## src/rtl/imc_pkg.sv

```systemverilog
package imc_pkg;
    typedef enum logic [2:0] {
        CMD_NONE,
        CMD_MASK_ONE,
        CMD_UNMASK_ONE,
        CMD_MASK_ALL,
        CMD_UNMASK_ALL
    } mask_cmd_e;
endpackage

```

## src/rtl/imc_wr_decode.sv

```systemverilog
module imc_wr_decode
    import imc_pkg::*;
#(
    parameter int N_SRC   = 64,
    parameter int LVL_W   = 3,
    parameter int ADDR_W  = 8,
    parameter int DATA_W  = 8,
    parameter int ALL_BIT = 6,
    parameter int IDX_W   = $clog2(N_SRC)
) (
    input  logic              wr_en,
    input  logic [ADDR_W-1:0] wr_addr,
    input  logic [DATA_W-1:0] wr_data,
    output mask_cmd_e         cmd,
    output logic [IDX_W-1:0]  cmd_idx,
    output logic              lvl_we,
    output logic [IDX_W-1:0]  lvl_idx,
    output logic [LVL_W-1:0]  lvl_val
);
    localparam logic [ADDR_W-1:0] SET_ADDR = ADDR_W'(N_SRC);
    localparam logic [ADDR_W-1:0] CLR_ADDR = ADDR_W'(N_SRC + 1);

    logic is_set, is_clr, all_hit, one_hit;

    always_comb begin
        is_set  = wr_en && (wr_addr == SET_ADDR);
        is_clr  = wr_en && (wr_addr == CLR_ADDR);
        all_hit = wr_data[ALL_BIT];
        one_hit = !all_hit && (wr_data < DATA_W'(N_SRC));
        cmd     = CMD_NONE;
        unique case ({is_set, is_clr})
            2'b10: begin
                if (all_hit)      cmd = CMD_MASK_ALL;
                else if (one_hit) cmd = CMD_MASK_ONE;
            end
            2'b01: begin
                if (all_hit)      cmd = CMD_UNMASK_ALL;
                else if (one_hit) cmd = CMD_UNMASK_ONE;
            end
            default: cmd = CMD_NONE;
        endcase
        cmd_idx = wr_data[IDX_W-1:0];
        lvl_we  = wr_en && (wr_addr < ADDR_W'(N_SRC));
        lvl_idx = wr_addr[IDX_W-1:0];
        lvl_val = wr_data[LVL_W-1:0];
    end
endmodule

```

## src/rtl/imc_mask_reg.sv

```systemverilog
module imc_mask_reg
    import imc_pkg::*;
#(
    parameter int N_SRC = 64,
    parameter int IDX_W = $clog2(N_SRC)
) (
    input  logic             clk,
    input  logic             rst_n,
    input  mask_cmd_e        cmd,
    input  logic [IDX_W-1:0] cmd_idx,
    output logic [N_SRC-1:0] mask_q
);
    always_ff @(posedge clk) begin
        if (!rst_n) begin
            mask_q <= '1;
        end else begin
            unique case (cmd)
                CMD_NONE:       mask_q <= mask_q;
                CMD_MASK_ONE:   mask_q[cmd_idx] <= 1'b1;
                CMD_UNMASK_ONE: mask_q[cmd_idx] <= 1'b0;
                CMD_MASK_ALL:   mask_q <= '1;
                CMD_UNMASK_ALL: mask_q <= '0;
                default:        mask_q <= mask_q;
            endcase
        end
    end
endmodule

```

## src/rtl/imc_level_bank.sv

```systemverilog
module imc_level_bank #(
    parameter int N_SRC = 64,
    parameter int LVL_W = 3,
    parameter int IDX_W = $clog2(N_SRC)
) (
    input  logic                   clk,
    input  logic                   rst_n,
    input  logic                   lvl_we,
    input  logic [IDX_W-1:0]       lvl_idx,
    input  logic [LVL_W-1:0]       lvl_val,
    output logic [N_SRC*LVL_W-1:0] lvl_flat
);
    for (genvar g = 0; g < N_SRC; g++) begin : g_src
        logic [LVL_W-1:0] lvl_r;
        always_ff @(posedge clk) begin
            if (!rst_n)
                lvl_r <= '0;
            else if (lvl_we && (lvl_idx == IDX_W'(g)))
                lvl_r <= lvl_val;
        end
        assign lvl_flat[g*LVL_W +: LVL_W] = lvl_r;
    end
endmodule

```

## src/rtl/imc_arbiter.sv

```systemverilog
module imc_arbiter #(
    parameter int N_SRC = 64,
    parameter int LVL_W = 3,
    parameter int IDX_W = $clog2(N_SRC)
) (
    input  logic                   clk,
    input  logic                   rst_n,
    input  logic [N_SRC-1:0]       req,
    input  logic [N_SRC-1:0]       mask,
    input  logic [N_SRC*LVL_W-1:0] lvl_flat,
    output logic [LVL_W-1:0]       top_level,
    output logic [IDX_W-1:0]       top_index
);
    logic [LVL_W-1:0] best_lvl;
    logic [IDX_W-1:0] best_idx;

    // strict compare keeps the lowest index on a tie; level 0 never beats 0
    always_comb begin
        best_lvl = '0;
        best_idx = '0;
        for (int s = 0; s < N_SRC; s++) begin
            if (req[s] && !mask[s] && (lvl_flat[s*LVL_W +: LVL_W] > best_lvl)) begin
                best_lvl = lvl_flat[s*LVL_W +: LVL_W];
                best_idx = IDX_W'(s);
            end
        end
    end

    always_ff @(posedge clk) begin
        if (!rst_n) begin
            top_level <= '0;
            top_index <= '0;
        end else begin
            top_level <= best_lvl;
            top_index <= best_idx;
        end
    end
endmodule

```

## src/rtl/irq_mask_unit.sv

```systemverilog
module irq_mask_unit
    import imc_pkg::*;
#(
    parameter int N_SRC   = 64,
    parameter int LVL_W   = 3,
    parameter int ADDR_W  = 8,
    parameter int DATA_W  = 8,
    parameter int ALL_BIT = 6,
    localparam int IDX_W  = $clog2(N_SRC),
    localparam int SEL_W  = $clog2(N_SRC / DATA_W)
) (
    input  logic              clk,
    input  logic              rst_n,
    input  logic              wr_en,
    input  logic [ADDR_W-1:0] wr_addr,
    input  logic [DATA_W-1:0] wr_data,
    input  logic [SEL_W-1:0]  rd_sel,
    output logic [DATA_W-1:0] rd_data,
    input  logic [N_SRC-1:0]  irq_req,
    output logic [LVL_W-1:0]  top_level,
    output logic [IDX_W-1:0]  top_index
);
    mask_cmd_e              cmd;
    logic [IDX_W-1:0]       cmd_idx;
    logic                   lvl_we;
    logic [IDX_W-1:0]       lvl_idx;
    logic [LVL_W-1:0]       lvl_val;
    logic [N_SRC-1:0]       mask_q;
    logic [N_SRC*LVL_W-1:0] lvl_flat;

    imc_wr_decode #(
        .N_SRC(N_SRC), .LVL_W(LVL_W), .ADDR_W(ADDR_W),
        .DATA_W(DATA_W), .ALL_BIT(ALL_BIT), .IDX_W(IDX_W)
    ) u_dec (
        .wr_en(wr_en), .wr_addr(wr_addr), .wr_data(wr_data),
        .cmd(cmd), .cmd_idx(cmd_idx),
        .lvl_we(lvl_we), .lvl_idx(lvl_idx), .lvl_val(lvl_val)
    );

    imc_mask_reg #(.N_SRC(N_SRC), .IDX_W(IDX_W)) u_mask (
        .clk(clk), .rst_n(rst_n), .cmd(cmd), .cmd_idx(cmd_idx), .mask_q(mask_q)
    );

    imc_level_bank #(.N_SRC(N_SRC), .LVL_W(LVL_W), .IDX_W(IDX_W)) u_lvl (
        .clk(clk), .rst_n(rst_n), .lvl_we(lvl_we), .lvl_idx(lvl_idx),
        .lvl_val(lvl_val), .lvl_flat(lvl_flat)
    );

    imc_arbiter #(.N_SRC(N_SRC), .LVL_W(LVL_W), .IDX_W(IDX_W)) u_arb (
        .clk(clk), .rst_n(rst_n), .req(irq_req), .mask(mask_q),
        .lvl_flat(lvl_flat), .top_level(top_level), .top_index(top_index)
    );

    assign rd_data = mask_q[int'(rd_sel) * DATA_W +: DATA_W];
endmodule

```

## config.mk

```make
export PLATFORM = sky130hd
export DESIGN_NAME = irq_mask_unit
export DESIGN_NICKNAME = d
export VERILOG_FILES = /design/src/rtl/imc_pkg.sv /design/src/rtl/imc_wr_decode.sv /design/src/rtl/imc_mask_reg.sv /design/src/rtl/imc_level_bank.sv /design/src/rtl/imc_arbiter.sv /design/src/rtl/irq_mask_unit.sv
export SDC_FILE = /design/constraint.sdc
export NUM_CORES = 1
export LEC_CHECK = 0
export BUFFER_PORTS_ARGS = -buffer_cell sky130_fd_sc_hd__buf_2
export CAP_MARGIN = 15
export CELL_PAD_IN_SITES_DETAIL_PLACEMENT = 1
export CELL_PAD_IN_SITES_GLOBAL_PLACEMENT = 2
export CORE_UTILIZATION = 23
export DETAILED_ROUTE_END_ITERATION = 7
export GPL_TIMING_DRIVEN = 0
export MAX_ROUTING_LAYER = met4
export PLACE_DENSITY_LB_ADDON = 0.1
export RECOVER_POWER = 100
export SLEW_MARGIN = 10
export SYNTH_ARGS = -nofsm -noshare
export SYNTH_HDL_FRONTEND = slang
export SYNTH_SLANG_ARGS = --single-unit
```

## constraint.sdc

```tcl
create_clock -name clk -period 155.3 [get_ports clk]
set_input_delay 31.06 -clock clk [delete_from_list [all_inputs] [get_ports clk]]
set_output_delay 31.06 -clock clk [all_outputs]
set_load 0.02 [all_outputs]
```

== After elaboration in Yosys (flattened, before gate mapping) ==
Cells that the tools add are included.
W data, S select, Z words.
Storage, ports and cells
  logic and storage cells: 609
  register bits: 265
  output and inout bits: 17
  input bits: 86
Operators by class
  equal/unequal tests: 71
  bitwise operators: 3
  shifts and indexed selects: 1
  reduce and logical (&&, ||, !) cells: 264
  order comparisons: 68
  muxes and demuxes: 135
Operators by type and width (number)
  $pmux W64 S4: 1
  $mux W3: 70
  $logic_and A1 B1 Y1: 197
  $eq A6 B6 Y1 const B: 32
  $mux W6: 32
  $gt A3 B3 Y1: 63
  $eq A6 B5 Y1 const B: 16
  $mux W5: 16
  $logic_not A1 Y1: 65
  $and A64 B64 Y64: 1
  $not A64 Y64: 1
  $or A64 B64 Y64: 1
  $shiftx A64 B7 Y8: 1
  $eq A6 B4 Y1 const B: 8
  $mux W4: 8
  $eq A6 B3 Y1 const B: 4
  $eq A8 B7 Y1 const B: 2
  $lt A8 B7 Y1 const B: 2
  $eq A6 B2 Y1 const B: 2
  $lt A6 B7 Y1 const B: 1
  $demux W1 S6: 1
  $eq A3 B2 Y1 const B: 2
  $eq A6 B1 Y1 const B: 1
  $ge A6 B1 Y1 const B: 1
  10 further kinds: 14

== Longest topological paths before layout ==
Gate-level depths: netlist of run 1.
  depth after elaboration: 193
  depth in mapped cells: 433
  mapped depth without buffers: 430

== Modules after synthesis ==
From an unflattened synthesis of run 1, not the netlist that was laid out.
Unflattened totals
  cell total of the unflattened synthesis: 2755
  area total of the unflattened synthesis: 21528.1 um^2
Modules (own cells, without submodules)
  imc_arbiter: instances 1, cells each 1549, seq. area each 180.2 um^2, area an instance 9975.8 um^2
  imc_level_bank: instances 1, cells each 715, seq. area each 3843.7 um^2, area an instance 7171.9 um^2
  imc_mask_reg: instances 1, cells each 432, seq. area each 1281.2 um^2, area an instance 3573.4 um^2
  irq_mask_unit: instances 1, cells each 29, seq. area each 0.0 um^2, area an instance 550.5 um^2
  imc_wr_decode: instances 1, cells each 30, seq. area each 0.0 um^2, area an instance 256.5 um^2

== Least setup slack after synthesis of run 1 ==
No wires, ideal clock.
  path type: input to register
  start: input irq_req[0]
  end: register u_arb.top_index[5]
  library setup time: 132 ps
  data required time: 155168 ps
  data arrival time: 106448 ps
  slack: 48720 ps
  stages: 414
  buffers on the path: 3
  cells stage by stage: nor2b_2 -> nand2_1 -> ha_1 -> nor2_2 -> a31oi_2 -> buf_6 -> nand2_1 -> o21ai_0 -> ha_1 -> or2_2 -> nand4_1 -> o311a_1 -> o311a_1 -> mux2_4 -> ha_1 -> o32ai_2 -> a211oi_1 -> mux2_4 -> (+378 left out) -> a31o_2 -> nor2_1 -> a21oi_1 -> ha_1 -> inv_1 -> a21oi_1 -> a21oi_1 -> maj3_1 -> nand2_1 -> inv_1 -> o311a_4 -> ha_1 -> nand3_1 -> nand4b_1 -> nand2_1 -> or4_1 -> nor2_1 -> a31oi_1
On the way
  cells in the longest elaborated chain, start to end: 192
  elaborated cells on any way between the ends: 223
  classes of those cells: order compare: 63; mux: 95; reduce/logical: 65
RTL lines
  start: declaration: line irq_mask_unit.sv:19  | input logic [N_SRC-1:0] irq_req,
  $logic_and A1 B1 Y1 (*) (2 in a row): line imc_arbiter.sv:22  | if (req[s] && !mask[s] && (lvl_flat[s*LVL_W +: LVL_W] > best_lvl)) begin
  $mux W3 (*): line imc_arbiter.sv:22
  $gt A3 B3 Y1: line imc_arbiter.sv:22
  $logic_and A1 B1 Y1: line imc_arbiter.sv:22
  $mux W3 (*): line imc_arbiter.sv:22
  $gt A3 B3 Y1: line imc_arbiter.sv:22
  $logic_and A1 B1 Y1: line imc_arbiter.sv:22
  $mux W3 (*): line imc_arbiter.sv:22
  (+175 left out)
  $logic_and A1 B1 Y1: line imc_arbiter.sv:22
  $mux W3: line imc_arbiter.sv:22
  $gt A3 B3 Y1: line imc_arbiter.sv:22
  $logic_and A1 B1 Y1: line imc_arbiter.sv:22
  $mux W3: line imc_arbiter.sv:22
  $gt A3 B3 Y1: line imc_arbiter.sv:22
  $logic_and A1 B1 Y1: line imc_arbiter.sv:22
  $mux W6 (*): line imc_arbiter.sv:22
  end signal: assignment: line imc_arbiter.sv:35  | top_index <= best_idx;
  end: declaration: line imc_arbiter.sv:12  | output logic [IDX_W-1:0] top_index
Mark *: on every way between the ends. The rest lies on a longest branch, timed or not.
A chain may end at the register's enable or synchronous reset.

== Worst setup path in the final report of run 1 ==
  start: input irq_req[0]
  end: register u_arb.top_index[4]
On the way
  cells in the longest elaborated chain, start to end: 192
  elaborated cells on any way between the ends: 239
  classes of those cells: order compare: 63; mux: 111; reduce/logical: 65
RTL lines (line)
  $logic_and A1 B1 Y1 (*) (2 in a row): imc_arbiter.sv:22
  $mux W3 (*): imc_arbiter.sv:22
  $gt A3 B3 Y1: imc_arbiter.sv:22
  $logic_and A1 B1 Y1: imc_arbiter.sv:22
  $mux W3 (*): imc_arbiter.sv:22
  $gt A3 B3 Y1: imc_arbiter.sv:22
  $logic_and A1 B1 Y1: imc_arbiter.sv:22
  $mux W3 (*): imc_arbiter.sv:22
  (+175 left out)
  $logic_and A1 B1 Y1: imc_arbiter.sv:22
  $mux W3: imc_arbiter.sv:22
  $gt A3 B3 Y1: imc_arbiter.sv:22
  $logic_and A1 B1 Y1: imc_arbiter.sv:22
  $mux W3: imc_arbiter.sv:22
  $gt A3 B3 Y1: imc_arbiter.sv:22
  $logic_and A1 B1 Y1: imc_arbiter.sv:22
  $mux W6 (*): imc_arbiter.sv:22
Marks and branches as above.

==> results.md, run 1 <==
- The flow ran to the end, and the final reports show no timing, DRC or antenna violations.
- The most used flip-flop cell after synthesis is sky130_fd_sc_hd__dfxtp_1.
- Clock-pin slew was measured on the worst setup and hold paths at around 0.060 ns.
- The clock reaches the later pin of the worst-skew pair after 0.55 ns.
- Using the TritonRoute via totals, the vias-per-cell ratio works out to ~5.4.
- The tree is rooted in a sky130_fd_sc_hd__clkbuf_16.
- The share of synthesized area in the top cell type comes to 0.2496.
- The CTS tree is done.
- The core region is 91660 µm².
- The commonest cells after synthesis are 400 x sky130_fd_sc_hd__nand2_1, 358 x sky130_fd_sc_hd__a21oi_1, 315 x sky130_fd_sc_hd__nor2_1, 265 x sky130_fd_sc_hd__dfxtp_1, 231 x sky130_fd_sc_hd__o21ai_0.
- The overall routing resource usage is 0.2415.
- The final-report hold violation count was 0.
- The max-slew violation count is 0.
- The maximum buffer depth of the clock tree is 3.
- The total nets after synthesis is 3178.
- sky130_fd_sc_hd__dfxtp_1 takes more of the synthesized area than any other cell.
- The total power draw is 0.1641 mW.
- Entering global routing, the biggest net connects 14 pins.
- The data required time of the critical path is 155.69 ns.
- The die covers 93640 µm².
- The total I/O pin count is approximately 100.
- The number of violations of the max-capacitance limit is 0.
- The routed length on met2 is roughly 53 mm.
- The wire length the detailed router placed on met1 is 52.39 mm.
- The time the worst path needs with I/O delays and setup is approximately 120 ns.
- The cell count after synthesis came out at 3022.
- The dominant cell by count in the synthesized netlist is sky130_fd_sc_hd__nand2_1.
- The leakage power figure is 8.619 nW.
- The final layout contains routed wiring with a total length of 111.9 mm.
- The category of the critical setup timing path is in -> reg.
- STA classifies the critical path startpoint as a primary input.
- The proportion of layout cells with a drive suffix above 1 is 0.08814.
- After synthesis the netlist holds a flip-flop and latch count of about 270.
- The deepest level of the CTS H-tree is 2.
- The number of synthesized flops with an enable pin is 0.
- Once detail routing completed, the nets flagged for antenna violations numbered 0.
- The initial antenna violation count is 3.
- The final critical-path share of the clock period is 0.7920.
- The routed design uses 3.318 mm of met3 wire.
- In the routed design, unresolved DRC markers number 0.
- The fraction of registers with async set/reset is 0.
- For this run, the share of the core covered by cells in the final layout is 0.2665.
- In this run the power density over the cells is 6.717 nW/µm².
- The via count of the first global-routing pass was ~24000.
- The first global-routing pass estimated approximately 160 mm of wire.
- The path class of the lowest-slack min-delay path is reg -> reg.
- The die is 306.0 µm wide.
- The detailed router finished its first iteration with 1337 violations.
- For this run, the number of Yosys warnings is 0.
- Among all stages on the critical path, the largest delay is contributed by sky130_fd_sc_hd__o21ai_0.
- TritonCTS created 34 clock buffers.
- The total global routing overflow is 0.
- Setup repair after global routing left no endpoint under its margin.
- The critical path data arrival time is 123.38 ns.
- In this run, post-CTS repair resized a total of 0 instances.
- The worst-case IR drop observed on VDD is 0.000006303 V.
- The average instance in the mapped netlist occupies about 7.0 µm².
- The net count of the finished layout is 3319.
- The number of hold buffers added after CTS was 0.
- The final worst clock skew is 0.01409 ns.
- Compared with the post-synthesis result, the final layout area differs by 14.92%.
- The register area share after synthesis is 0.2496.
- The uppermost layer routed is met4.
- After synthesis the cells add up to ~21000 µm².
- The initialized floorplan defines 111 standard-cell rows.
- The congestion estimate from routability-driven global placement came to between 0.8 and 0.9.
- The synthesized netlist contains about 130 unique library cells.
- The estimated wirelength of the detail-placed design is 90.95 mm.
- The number of setup buffers added after CTS is 0.
- The relative slew slack is 0.01206.
- Along the worst path, the maximum fanout reaches 10.
- For this block, the via count after detailed routing is 23737.
- Clock tree synthesis found a total of approximately 270 sinks.
- Sorting the synthesized cells by area gives the leading types as sky130_fd_sc_hd__dfxtp_1 25%, sky130_fd_sc_hd__a21oi_1 8.4%, sky130_fd_sc_hd__nand2_1 7.1%.
- Setup total negative slack on the finished layout was measured at 0 ns.
- During placement, the flow inserted port buffers numbering 97.
- Setup violations remaining at the end of the flow were counted as 0.
- The worst-margin pin slew is approximately 1.5 ns.
- The largest stage delay on the critical path is 1.00 ns.
- The number of detailed-routing iterations run before antenna repair is 5.
- The endpoint class of the critical path is a flop.
- After detailed routing, the average wire length per cell comes to 25.58 µm.
- For this configuration, the core starts out at a cell density of 0.2319.
- The fmax is between 8 and 9 MHz.
- Counting stages on the worst path, the most repeated cell is sky130_fd_sc_hd__nor2_1.
- The die is 306.0 µm tall.
-- final timing paths --
kind | slack (ns) | depth (start not counted) | startpoint | endpoint
max reg2reg | 62.61 | 415 | u_mask.mask_q[0]$_SDFFE_PN1P_ | u_arb.top_index[4]$_SDFF_PN0_
min reg2reg | 0.46 | 2 | u_lvl.g_src[50].lvl_r[0]$_SDFFE_PN0P_ | u_lvl.g_src[50].lvl_r[0]$_SDFFE_PN0P_
max | 32.31 | 416 | irq_req[0] | u_arb.top_index[4]$_SDFF_PN0_
min | 0.46 | 2 | u_lvl.g_src[50].lvl_r[0]$_SDFFE_PN0P_ | u_lvl.g_src[50].lvl_r[0]$_SDFFE_PN0P_
-- layout by cell type, fill, tap and decap left out, types with 10 or more instances in the layout --
cell type / n
sky130_fd_sc_hd__a211oi_1: 27
sky130_fd_sc_hd__a21boi_0: 21
sky130_fd_sc_hd__a21o_1: 14
sky130_fd_sc_hd__a21oi_1: 359
sky130_fd_sc_hd__a221oi_1: 10
sky130_fd_sc_hd__a22oi_1: 13
sky130_fd_sc_hd__a31oi_1: 34
sky130_fd_sc_hd__a32oi_1: 10
sky130_fd_sc_hd__a41oi_1: 11
sky130_fd_sc_hd__and2_1: 42
sky130_fd_sc_hd__and3_1: 35
sky130_fd_sc_hd__and3b_1: 13
sky130_fd_sc_hd__buf_1: 13
sky130_fd_sc_hd__buf_2: 87
sky130_fd_sc_hd__clkbuf_1: 153
sky130_fd_sc_hd__clkbuf_16: 35
sky130_fd_sc_hd__dfxtp_1: 265
sky130_fd_sc_hd__ha_1: 70
sky130_fd_sc_hd__inv_1: 114
sky130_fd_sc_hd__maj3_1: 14
sky130_fd_sc_hd__mux2i_1: 54
sky130_fd_sc_hd__mux4_2: 16
sky130_fd_sc_hd__nand2_1: 400
sky130_fd_sc_hd__nand2b_1: 21
sky130_fd_sc_hd__nand3_1: 204
sky130_fd_sc_hd__nand3b_1: 35
sky130_fd_sc_hd__nand4_1: 13
sky130_fd_sc_hd__nor2_1: 315
sky130_fd_sc_hd__nor2b_1: 62
sky130_fd_sc_hd__nor3_1: 60
sky130_fd_sc_hd__nor3b_1: 10
sky130_fd_sc_hd__nor4_1: 17
sky130_fd_sc_hd__o211ai_1: 32
sky130_fd_sc_hd__o21a_1: 27
sky130_fd_sc_hd__o21ai_0: 233
sky130_fd_sc_hd__o221ai_1: 11
sky130_fd_sc_hd__o22ai_1: 31
sky130_fd_sc_hd__o31ai_1: 19
sky130_fd_sc_hd__or2_2: 20
-- cell type report --
class	count	area, µm²
Buffer	157	636.9
Timing Repair Buffer	105	536.8
Antenna cell	2	5.005
Inverter	115	431.7
Clock buffer	46	967.2
Tap cell	1186	1484
Fill cell	11333	67240
Sequential cell	265	5305
Multi-Input combinational cell	2485	14870
Clock inverter	15	191.4
-- registers in the layout, indices dropped and copies added (netlist names) --
register,flops
u_arb.top_level,3
u_arb.top_index,6
u_lvl.g_src.lvl_r,192
u_mask.mask_q,64
-- worst max-delay path: cells and delay by family --
family | cells | cell delay, ns
AOI/OAI and AO/OA | 177 | 43.44
adders and majority gates | 79 | 22.75
and+or+nand+nor | 140 | 21.28
muxes | 10 | 3.68
buffers and inverters | 10 | 1.09
-- through the flow --
| stage | cells | hold slack (ns) | setup WS (ns) | area (µm²) |
|---|---|---|---|---|
| 6_report | 4376 | 0.4626 | 32.31 | 24430 |
| 5_1_grt | 4375 | 0.4988 | 24.22 | 24420 |
| 4_1_cts | 4373 | 0.4682 | 32.94 | 24480 |
| 3_5_place_dp | 4312 | 0.4574 | 32.67 | 23330 |
| 3_3_place_gp | 4305 | 0.4452 | 33.84 | 23230 |
| 2_1_floorplan | 3022 | 0.4317 | 48.72 | 21260 |
-- power breakdown --
| part | switching, mW | leakage [nW] | internal (mW) |
|---|---|---|---|
| Combinational | 0.00762 | 5.91 | 0.00225 |
| Clock | 0.0354 | 0.573 | 0.0507 |
| Sequential | 0.0000881 | 2.14 | 0.0680 |
| Total | 0.0431 | 8.62 | 0.121 |
-- cell families after synthesis --
group,after synthesis,share of synthesized area
multiplexers,88,0.05245
buffers and inverters,272,0.05027
flip-flops,265,0.2496
adder cells (fa/ha/maj),86,0.04885
AO/OA/AOI/OAI,988,0.2958
AND/OR/NAND/NOR,1323,0.3030
-- metal layers --
metal | up-vias | GRT usage
met4 | 0 | 0.07503
li1 | 11330 | -
met1 | 11842 | 0.3119
met2 | 441 | 0.3981
met3 | 124 | 0.02067
met5 | - | -
No activity file was read; power rests on OpenSTA's default activity.
==> run 2: changes to the inputs <==
==> constraint.sdc (replaced) <==
create_clock -name clk -period 105.5 [get_ports clk]
set_input_delay 21.1 -clock clk [delete_from_list [all_inputs] [get_ports clk]]
set_output_delay 21.1 -clock clk [all_outputs]
set_load 0.02 [all_outputs]
==> results.md, run 2 (synthesis gave the netlist of run 1 again) <==
- The part of the total power dissipated in combinational logic is 0.060 (about the same).
- The DRC marker count from the first detailed-route iteration is 1441 (+7.8%).
- The worst setup path is launched from a primary input.
- The proportion of power drawn by flip-flops and latches is 0.415 (about the same).
- The total I/O pin count is 103 (unchanged).
- The total global routing overflow is 0 (unchanged).
- The die outline height is 306.0 µm (unchanged).
- The met3 routed wirelength is 3.131 mm (-5.6%).
- The largest registers in the layout are u_lvl.g_src.lvl_r: 192 flops, u_mask.mask_q: 64 flops, u_arb.top_index: 6 flops.
- The proportion of layout cells with a drive suffix above 1 is 0.1307 (+0.04251).
- The number of instances in the placed design is 4312 (unchanged).
- The highest metal layer carrying signal wires in the routed design is met4.
- The routed via count divided by cell count is 5.415 (-0.17%).
- The largest net degree at the start of global routing is 14 (unchanged).
- The count of clock tree sinks is 265 (unchanged).
- The worst hold path terminates at u_lvl.g_src[50].lvl_r[0]$_SDFFE_PN0P_.
- The data required time of the critical path was 105.89 ns (-49.80 ns).
- The first-pass GRT wire length is 164.1 mm (+0.19%).
- The number of nets in the layout is 3361 (+1.3%).
- The startpoint identified for the worst hold timing path is u_lvl.g_src[50].lvl_r[0]$_SDFFE_PN0P_.
- The number of flip-flops under the largest register name was 192 (unchanged).
- The horizontal extent of the die came to 306.0 µm (unchanged).
- The total power per unit cell area came to 9.537 nW/µm² (+42%).
- The final weighted congestion in routability-driven placement is 0.8864 (unchanged).
- The maximum buffer depth of the clock tree came to 3 (unchanged).
- The max-slew violation count is 8 (+8).
- Among the stages of the critical path, the cell type that occurs most often is sky130_fd_sc_hd__ha_1.
- The flow ran to the end, but the final reports show violations.
- The initial core utilization is 0.2319 (unchanged).
- The clock latency at the later pin of the worst-skew pair came to 0.55 ns (about the same).
- The category of cells accounting for the largest share of critical-path delay is compound AO/OA/AOI/OAI gates.
- The number of buffers added by the clock tree synthesis step was 34 (unchanged).
- The cell count of the worst hold path was 2 (unchanged).
- The CTS tree is done.
- In the layout the commonest cells are 392 x sky130_fd_sc_hd__nand2_1, 349 x sky130_fd_sc_hd__a21oi_1, 305 x sky130_fd_sc_hd__nor2_1.
- The path class of the tightest hold or removal check is reg -> reg.
- The via count of the first global-routing pass is 24088 (+0.27%).
- The standard cell area after detailed placement is 23330 µm² (unchanged).
- The number of detailed-routing iterations run before antenna repair is 5 (unchanged).
- Clock tree synthesis selected as its root buffer the cell sky130_fd_sc_hd__clkbuf_16.
- The switching power is 0.06342 mW (+47%).
- The post-layout instance area is 25320 µm² (+3.6%).
- The register ranked first by flip-flop count is u_lvl.g_src.lvl_r.
- The number of violations of the max-capacitance limit came to 1 (+1).
- The mean routed wirelength per cell is 25.56 µm (about the same).
- The internal reg-to-reg setup slack is 25.51 ns (-37.10 ns).
- The number of cell instances on the worst register-to-register path is 423 (+1.9%).
- The remaining antenna violation count came to 0 (unchanged).
- The clock network fraction of total power is 0.524 (about the same).
- The leakage power figure is 8.921 nW (+3.5%).
- The deepest level of the CTS H-tree is 2 (unchanged).
- The relative slew slack is -0.03087 (-0.04293).
- The critical path data arrival time is 100.71 ns (-22.67 ns).
- The worst setup path is captured at a flop.
- The endpoint identified for the worst register-to-register timing path is u_arb.top_index[4]$_SDFF_PN0_.
- The switching share of power is 0.2627 (about the same).
- The internal power consumption is 0.1780 mW (+47%).
- The fmax is 9.968 MHz.
- The layout overhead on the synthesized area is 19.09%.
- The startpoint of the worst register-to-register path is u_mask.mask_q[0]$_SDFFE_PN1P_.
- The largest stage delay on the critical path came to 0.47 ns (-0.53 ns).
- The number of buffers and inverters on the critical path came to 13 (+3).
- The largest driver fanout on the critical path was 8 (-2).
- The total setup violations reported at the end of the flow is 0 (unchanged).
- The count of hold-fix buffers inserted at cts is 0 (unchanged).
- The slowest cell on the critical path is sky130_fd_sc_hd__or4_1.
- The initial antenna violation count is 2 (-1).
- The final reports fail on capacitance limit, slew limit.
- The area of the core is 91660 µm² (unchanged).
- The wire length the detailed router placed on met1 is 52.87 mm (+0.92%).
- The routed length on met2 is 53.24 mm (+1.3%).
- The via count of the routed design came to 23925 (+0.79%).
- The final-report hold violation count is 0 (unchanged).
- The final critical-path share of the clock period is 0.9509.
- The post-layout instance count excluding filler cells is 4418 (+0.96%).
- The worst supply voltage drop on vdd was 0.000009206 V (+46%).
- The estimated wirelength of the detail-placed design is 90.95 mm (unchanged).
- Subtracting the final worst setup slack from the clock period gives ~100 ns.
- The row count came to 111 (unchanged).
- The category of the critical setup timing path is in -> reg.
- The number of port buffers came to 97 (unchanged).
- The floorplan die area was 93640 µm² (unchanged).
- The post-detailed-route DRC marker count came to 0 (unchanged).
- The clock transition time at the flip-flop clock pins of the worst setup and hold paths is 0.06 ns (about the same).
- The final worst clock skew is 0.01310 ns (-0.0009848 ns).
- The overall routing resource usage is 0.2419 (+0.0003359).
- The final wirelength was 112.9 mm (+0.87%).
- The library cell used most frequently in the layout, excluding fill and tap cells, is sky130_fd_sc_hd__nand2_1.
- The worst-margin pin slew is 1.543 ns (+0.06426 ns).
run 2: cell count changes in the layout (fill, tap and decap cells not counted), moves of 8 or more:
cell	delta
sky130_fd_sc_hd__buf_4	+42
sky130_fd_sc_hd__o21ai_0	-28
sky130_fd_sc_hd__o21ai_1	+13
sky130_fd_sc_hd__o21ai_2	+12
sky130_fd_sc_hd__a211oi_1	-11
sky130_fd_sc_hd__a21oi_1	-10
sky130_fd_sc_hd__nor2_1	-10
sky130_fd_sc_hd__a211oi_2	+9
sky130_fd_sc_hd__nor2_2	+9
sky130_fd_sc_hd__nand2_1	-8
sky130_fd_sc_hd__nand2_2	+8
run 2: area by class of cell:
type | count | area (µm²)
Inverter | 115 | 431.7
Tap cell | 1186 | 1484
Antenna cell | 2 | 5.005
Buffer | 157 | 636.9
Clock inverter | 15 | 191.4
Sequential cell | 265 | 5305
Multi-Input combinational cell | 2485 | 15440
Fill cell | 11294 | 66350
Timing Repair Buffer | 147 | 852.1
Clock buffer | 46 | 967.2
run 2: how the worst max path moves through the flow:
stage                     from                       endpoint  slack, ns  depth (start not counted)
floorplan           irq_req[0]  u_arb.top_index[5]$_SDFF_PN0_       8.88                        414
global placement    irq_req[0]  u_arb.top_index[5]$_SDFF_PN0_      -6.00                        418
detailed placement  irq_req[0]  u_arb.top_index[4]$_SDFF_PN0_      -7.17                        418
CTS                 irq_req[0]  u_arb.top_index[4]$_SDFF_PN0_       0.05                        421
global route        irq_req[0]  u_arb.top_index[4]$_SDFF_PN0_      -0.29                        427
finish              irq_req[0]  u_arb.top_index[4]$_SDFF_PN0_       5.18                        424
run 2: per-stage QoR:
stage / utilization / total power [mW] / setup slack (ns) / hold slack (ns) / setup TNS, ns
after global routing: 0.2762 / 0.2491 / -0.2932 / 0.4988 / -0.8428
after floorplan: - / 0.1086 / 8.880 / 0.4317 / 0
after detailed placement: 0.2545 / 0.1171 / -7.175 / 0.4574 / -60.84
final: 0.2762 / 0.2414 / 5.179 / 0.4616 / 0
after CTS: 0.2693 / 0.2448 / 0.04709 / 0.4682 / 0
after global placement: 0.2534 / 0.1167 / -6.001 / 0.4452 / -50.10
run 2: power groups by stage:
stage	clock [mW]	combinational, mW	sequential, mW
after floorplan	0	0.00618	0.102
after global placement	0	0.0142	0.102
after detailed placement	0	0.0146	0.102
after CTS	0.130	0.0147	0.100
after global routing	0.134	0.0154	0.100
final	0.127	0.0146	0.100
run 2: worst min-delay path, cell delays in order (launching register included):
cell and delay, ns:
sky130_fd_sc_hd__dfxtp_1 0.31, sky130_fd_sc_hd__nand2_1 0.05, sky130_fd_sc_hd__a21oi_1 0.05
run 2: repair_timing:
item,CTS,global route
pin swaps,5,39
endpoints found under the setup margin,9,9
gates cloned,0,0
buffers inserted,5,37
endpoints found under the hold margin,0,0
resized for setup,42,103
run 2: layer usage:
layer | vias to the layer above | global-route usage
met3 | 124 | 0.02088
li1 | 11411 | -
met1 | 11942 | 0.3119
met5 | - | -
met4 | 0 | 0.07409
met2 | 448 | 0.3995
==> run 3: changes to the inputs <==
--- a/config.mk
+++ b/config.mk
@@ -5,6 +5,7 @@
 export SDC_FILE = /design/constraint.sdc
 export NUM_CORES = 1
 export LEC_CHECK = 0
+export ABC_AREA = 1
 export BUFFER_PORTS_ARGS = -buffer_cell sky130_fd_sc_hd__buf_2
 export CAP_MARGIN = 15
 export CELL_PAD_IN_SITES_DETAIL_PLACEMENT = 1
@@ -15,6 +16,7 @@
 export MAX_ROUTING_LAYER = met4
 export PLACE_DENSITY_LB_ADDON = 0.1
 export RECOVER_POWER = 100
+export SETUP_SLACK_MARGIN = 0.05
 export SLEW_MARGIN = 10
 export SYNTH_ARGS = -nofsm -noshare
 export SYNTH_HDL_FRONTEND = slang
==> results.md, run 3 <==
- The worst supply voltage drop on vdd is 0.000008723 V (-5.2%).
- The launch instance of the worst min-delay path is u_mask.mask_q[42]$_SDFFE_PN1P_.
- The leakage power figure is 9.517 nW (+6.7%).
- The worst slack on hold paths is 0.5249 ns (+0.06328 ns).
- The worst setup path is captured at a flop.
- The cell seen most often among critical-path stages is sky130_fd_sc_hd__o21ai_0.
- The largest net degree at the start of global routing is 13 (-1).
- The overall routing resource usage is 0.2031 (-0.03879).
- The row count was 105 (-5.4%).
- The cell count of the worst hold path is 2 (unchanged).
- The layout overhead on the synthesized area is 16.08%.
- The post-layout instance count excluding filler cells is 4168 (-5.7%).
- The number of cells produced by synthesis is 2929 (-3.1%).
- The switching share of power is 0.2523 (-0.01039).
- The commonest non-fill, non-tap cell in the layout is sky130_fd_sc_hd__o21ai_0.
- The initial antenna violation count is 4 (+2).
- The routed via count divided by cell count is 4.822 (-11%).
- The clock latency at the later pin of the worst-skew pair came to 0.57 ns (+0.02 ns).
- The initial core utilization is 0.2328 (+0.0009380).
- The number of instances in the placed design is 4101 (-4.9%).
- The internal power consumption is 0.1867 mW (+4.9%).
- In this run the critical register-to-register path is launched from u_mask.mask_q[0]$_SDFFE_PN1P_.
- The critical path data arrival time came to 90.91 ns (-9.80 ns).
- The run finished with clean final reports.
- The category of the critical setup timing path is in -> reg.
- Setup repair after global routing left no endpoint under its margin.
- The remaining antenna violation count is 0 (unchanged).
- The total nets after synthesis is 3085 (-2.9%).
- The number of nets in the layout is 3226 (-4.0%).
- The final-report hold violation count is 0 (unchanged).
- The register bit count reported by yosys is 265 (unchanged).
- The first-pass GRT wire length is 126.8 mm (-23%).
- The count of unique library cells instantiated by Yosys was 51 (-60%).
- The proportion of power drawn by flip-flops and latches is 0.402 (-0.013).
- The count of clock tree sinks came to 265 (unchanged).
- The number of port buffers came to 100 (+3.1%).
- The floorplan die area is 84280 µm² (-10%).
- The mean routed wirelength per cell is 20.22 µm (-21%).
- The number of violations of the max-capacitance limit came to 0 (-1).
- The number of synthesized flops with an enable pin came to 0 (unchanged).
- The worst-margin pin slew was 1.206 ns (-0.3375 ns).
- The fmax is 11.06 MHz (+11%).
- The cell area after synthesis was 19120 µm² (-10%).
- The number of buffers added for setup after CTS was 0 (-5).
- The via count of the routed design is 20099 (-16%).
- The total power draw was 0.2497 mW (+3.4%).
- The CTS tree is done.
- The clock tree root buffer cell is sky130_fd_sc_hd__clkbuf_16.
- In the layout the commonest cells are 458 x sky130_fd_sc_hd__o21ai_0, 415 x sky130_fd_sc_hd__nand2_1, 341 x sky130_fd_sc_hd__a21oi_1.
- The clock network fraction of total power is 0.539 (+0.015).
- The internal reg-to-reg setup slack is 35.28 ns (+9.77 ns).
- The clock transition time at the flip-flop clock pins of the worst setup and hold paths is 0.06 ns (about the same).
- The average footprint of a synthesized cell is 6.527 µm² (-7.2%).
- The area share of the largest cell type after synthesis came to 0.2775 (+0.02791).
- The worst-case setup margin in the final layout came to 15.04 ns (+9.864 ns).
- The number of cell instances on the worst register-to-register path is 425 (+0.47%).
- The horizontal extent of the die is 290.3 µm (-5.1%).
- The post-layout instance area is 22190 µm² (-12%).
- The die outline height is 290.3 µm (-5.1%).
- In the synthesized netlist, the cells that appear most often are 456 x sky130_fd_sc_hd__o21ai_0, 410 x sky130_fd_sc_hd__nand2_1, 341 x sky130_fd_sc_hd__a21oi_1, 331 x sky130_fd_sc_hd__inv_1, 265 x sky130_fd_sc_hd__dfxtp_1.
- The number of flip-flops under the largest register name is 192 (unchanged).
- The total global routing overflow was 0 (unchanged).
- The data required time of the critical path is 105.95 ns (+0.06 ns).
- The count of hold-fix buffers inserted at cts is 0 (unchanged).
- The final wirelength was 84.26 mm (-25%).
- The time the worst path needs with I/O delays and setup is 90.46 ns (-9.864 ns).
- The number of buffers added by the clock tree synthesis step is 37 (+8.8%).
- The number of detailed-routing iterations run before antenna repair came to 4 (-1).
- The total setup violations reported at the end of the flow came to 0 (unchanged).
- The post-placement setup slack is 14.67 ns (+21.85 ns).
- The deepest level of the CTS H-tree is 2 (unchanged).
- The register ranked first by flip-flop count is u_lvl.g_src.lvl_r.
- Yosys instantiated no cell more often than sky130_fd_sc_hd__o21ai_0.
- The switching power is 0.06299 mW (-0.68%).
- The tightest min-delay check is of the reg -> reg type.
- By area the synthesized netlist is led by sky130_fd_sc_hd__dfxtp_1 28%, sky130_fd_sc_hd__o21ai_0 12%, sky130_fd_sc_hd__a21oi_1 8.9%.
- The area of the core is 82110 µm² (-10%).
- The DRC marker count from the first detailed-route iteration is 955 (-34%).
- The total I/O pin count is 103 (unchanged).
- The post-detailed-route DRC marker count is 0 (unchanged).
- The maximum buffer depth of the clock tree came to 3 (unchanged).
- The final design utilization is 0.2703 (-0.005903).
- The standard cell area after detailed placement is 20990 µm² (-10%).
- The final worst clock skew came to 0.02064 ns (+0.007535 ns).
- The estimated wirelength of the detail-placed design was 66.71 mm (-27%).
- The largest registers in the layout are u_lvl.g_src.lvl_r: 192 flops, u_mask.mask_q: 64 flops, u_arb.top_index: 6 flops.
- For this run, the leading register cell type out of synthesis is sky130_fd_sc_hd__dfxtp_1.
- The final setup TNS is 0 ns (unchanged).
- The final critical-path share of the clock period is 0.8574 (-0.09350).
- The total power per unit cell area is 11.25 nW/µm² (+18%).
- The relative slew slack is 0.1963 (+0.2272).
- The biggest area consumer among synthesized cells is sky130_fd_sc_hd__dfxtp_1.
- The critical path startpoint category is a primary input.
- The largest driver fanout on the critical path was 10 (+2).
- The via count of the first global-routing pass is 20589 (-15%).
- The register area share after synthesis is 0.2775 (+0.02791).
- The fraction of registers with async set/reset is 0 (unchanged).
- The final weighted congestion in routability-driven placement is 0.8727 (-1.5%).
- The largest stage delay on the critical path is 0.39 ns (-0.08 ns).
- The endpoint of the worst hold-timing path is u_mask.mask_q[42]$_SDFFE_PN1P_.
- The max-slew violation count is 0 (-8).
- The slowest cell on the critical path is sky130_fd_sc_hd__clkbuf_1.
- The part of the total power dissipated in combinational logic is 0.059 (about the same).
- The proportion of layout cells with a drive suffix above 1 is 0.1580 (+0.02735).
- The capturing point of the worst reg2reg path is u_arb.top_index[2]$_SDFF_PN0_.
- The count of instances resized after the clock tree is built is 0 (-100%).
- The warning count from the yosys run came to 0 (unchanged).
run 3: cell count changes after synthesis, moves of 33 or more:
cell / before / now
sky130_fd_sc_hd__o21ai_0: 231 / 456
sky130_fd_sc_hd__inv_1: 114 / 331
sky130_fd_sc_hd__nand2_2: 1 / 155
sky130_fd_sc_hd__nor2_1: 315 / 244
sky130_fd_sc_hd__nand3_2: 2 / 66
sky130_fd_sc_hd__nor2b_1: 61 / 0
sky130_fd_sc_hd__mux2i_1: 54 / 0
sky130_fd_sc_hd__and2_1: 46 / 2
sky130_fd_sc_hd__nand3_1: 204 / 167
sky130_fd_sc_hd__and3_1: 35 / 0
sky130_fd_sc_hd__nand3b_1: 35 / 2
sky130_fd_sc_hd__o311ai_0: 1 / 34
run 3: logic make-up (layout without fill, tap and decap cells):
logic type,after synthesis,in the layout,synth area share
adder cells (fa/ha/maj),70,70,0.04581
other,0,3,0
AND/OR/NAND/NOR,1174,1174,0.3068
buffers and inverters,488,654,0.09954
flip-flops,265,265,0.2775
AO/OA/AOI/OAI,932,932,0.2704
run 3: worst max path at each step:
stage	startpoint	end	slack (ns)	cells after the start
5_1_grt	irq_req[0]	u_arb.top_index[2]$_SDFF_PN0_	6.67	432
2_1_floorplan	irq_req[0]	u_arb.top_level[1]$_SDFF_PN0_	24.69	455
4_1_cts	irq_req[0]	u_arb.top_level[1]$_SDFF_PN0_	14.95	426
6_report	irq_req[0]	u_arb.top_index[2]$_SDFF_PN0_	15.04	425
3_5_place_dp	irq_req[0]	u_arb.top_level[1]$_SDFF_PN0_	14.67	428
3_3_place_gp	irq_req[0]	u_arb.top_level[1]$_SDFF_PN0_	15.86	429
run 3: layer usage:
layer  track usage  vias up  share of wire
met5             -        -              0
met4       0.05163        0          0.022
met3       0.02210       89          0.029
met2        0.3403      228           0.47
met1        0.2589     9635           0.47
li1              -    10147              -
run 3: power by group through the flow:
stage	combinational (mW)	sequential [mW]	clock, mW
after floorplan	0.00676	0.103	0
after global placement	0.0148	0.103	0
after detailed placement	0.0151	0.103	0
after CTS	0.0152	0.100	0.138
after global routing	0.0159	0.100	0.142
final	0.0147	0.100	0.135
run 3: critical path: cells and delay by family:
family	cells	cell delay [ns]
adder cells (fa/ha/maj)	63	18.35
AO/OA/AOI/OAI	88	21.76
buffers and inverters	16	2.13
AND/OR/NAND/NOR	258	27.43
run 3: layout make-up:
class | instances | area (µm²)
buffer | 103 | 396.6
fill | 10294 | 59920
clock buffer | 51 | 1071
antenna | 3 | 7.507
clock inverter | 13 | 197.7
multi-input combinational | 2176 | 11890
sequential | 265 | 5305
inverter | 385 | 1503
tap | 1070 | 1339
timing repair buffer | 102 | 480.5
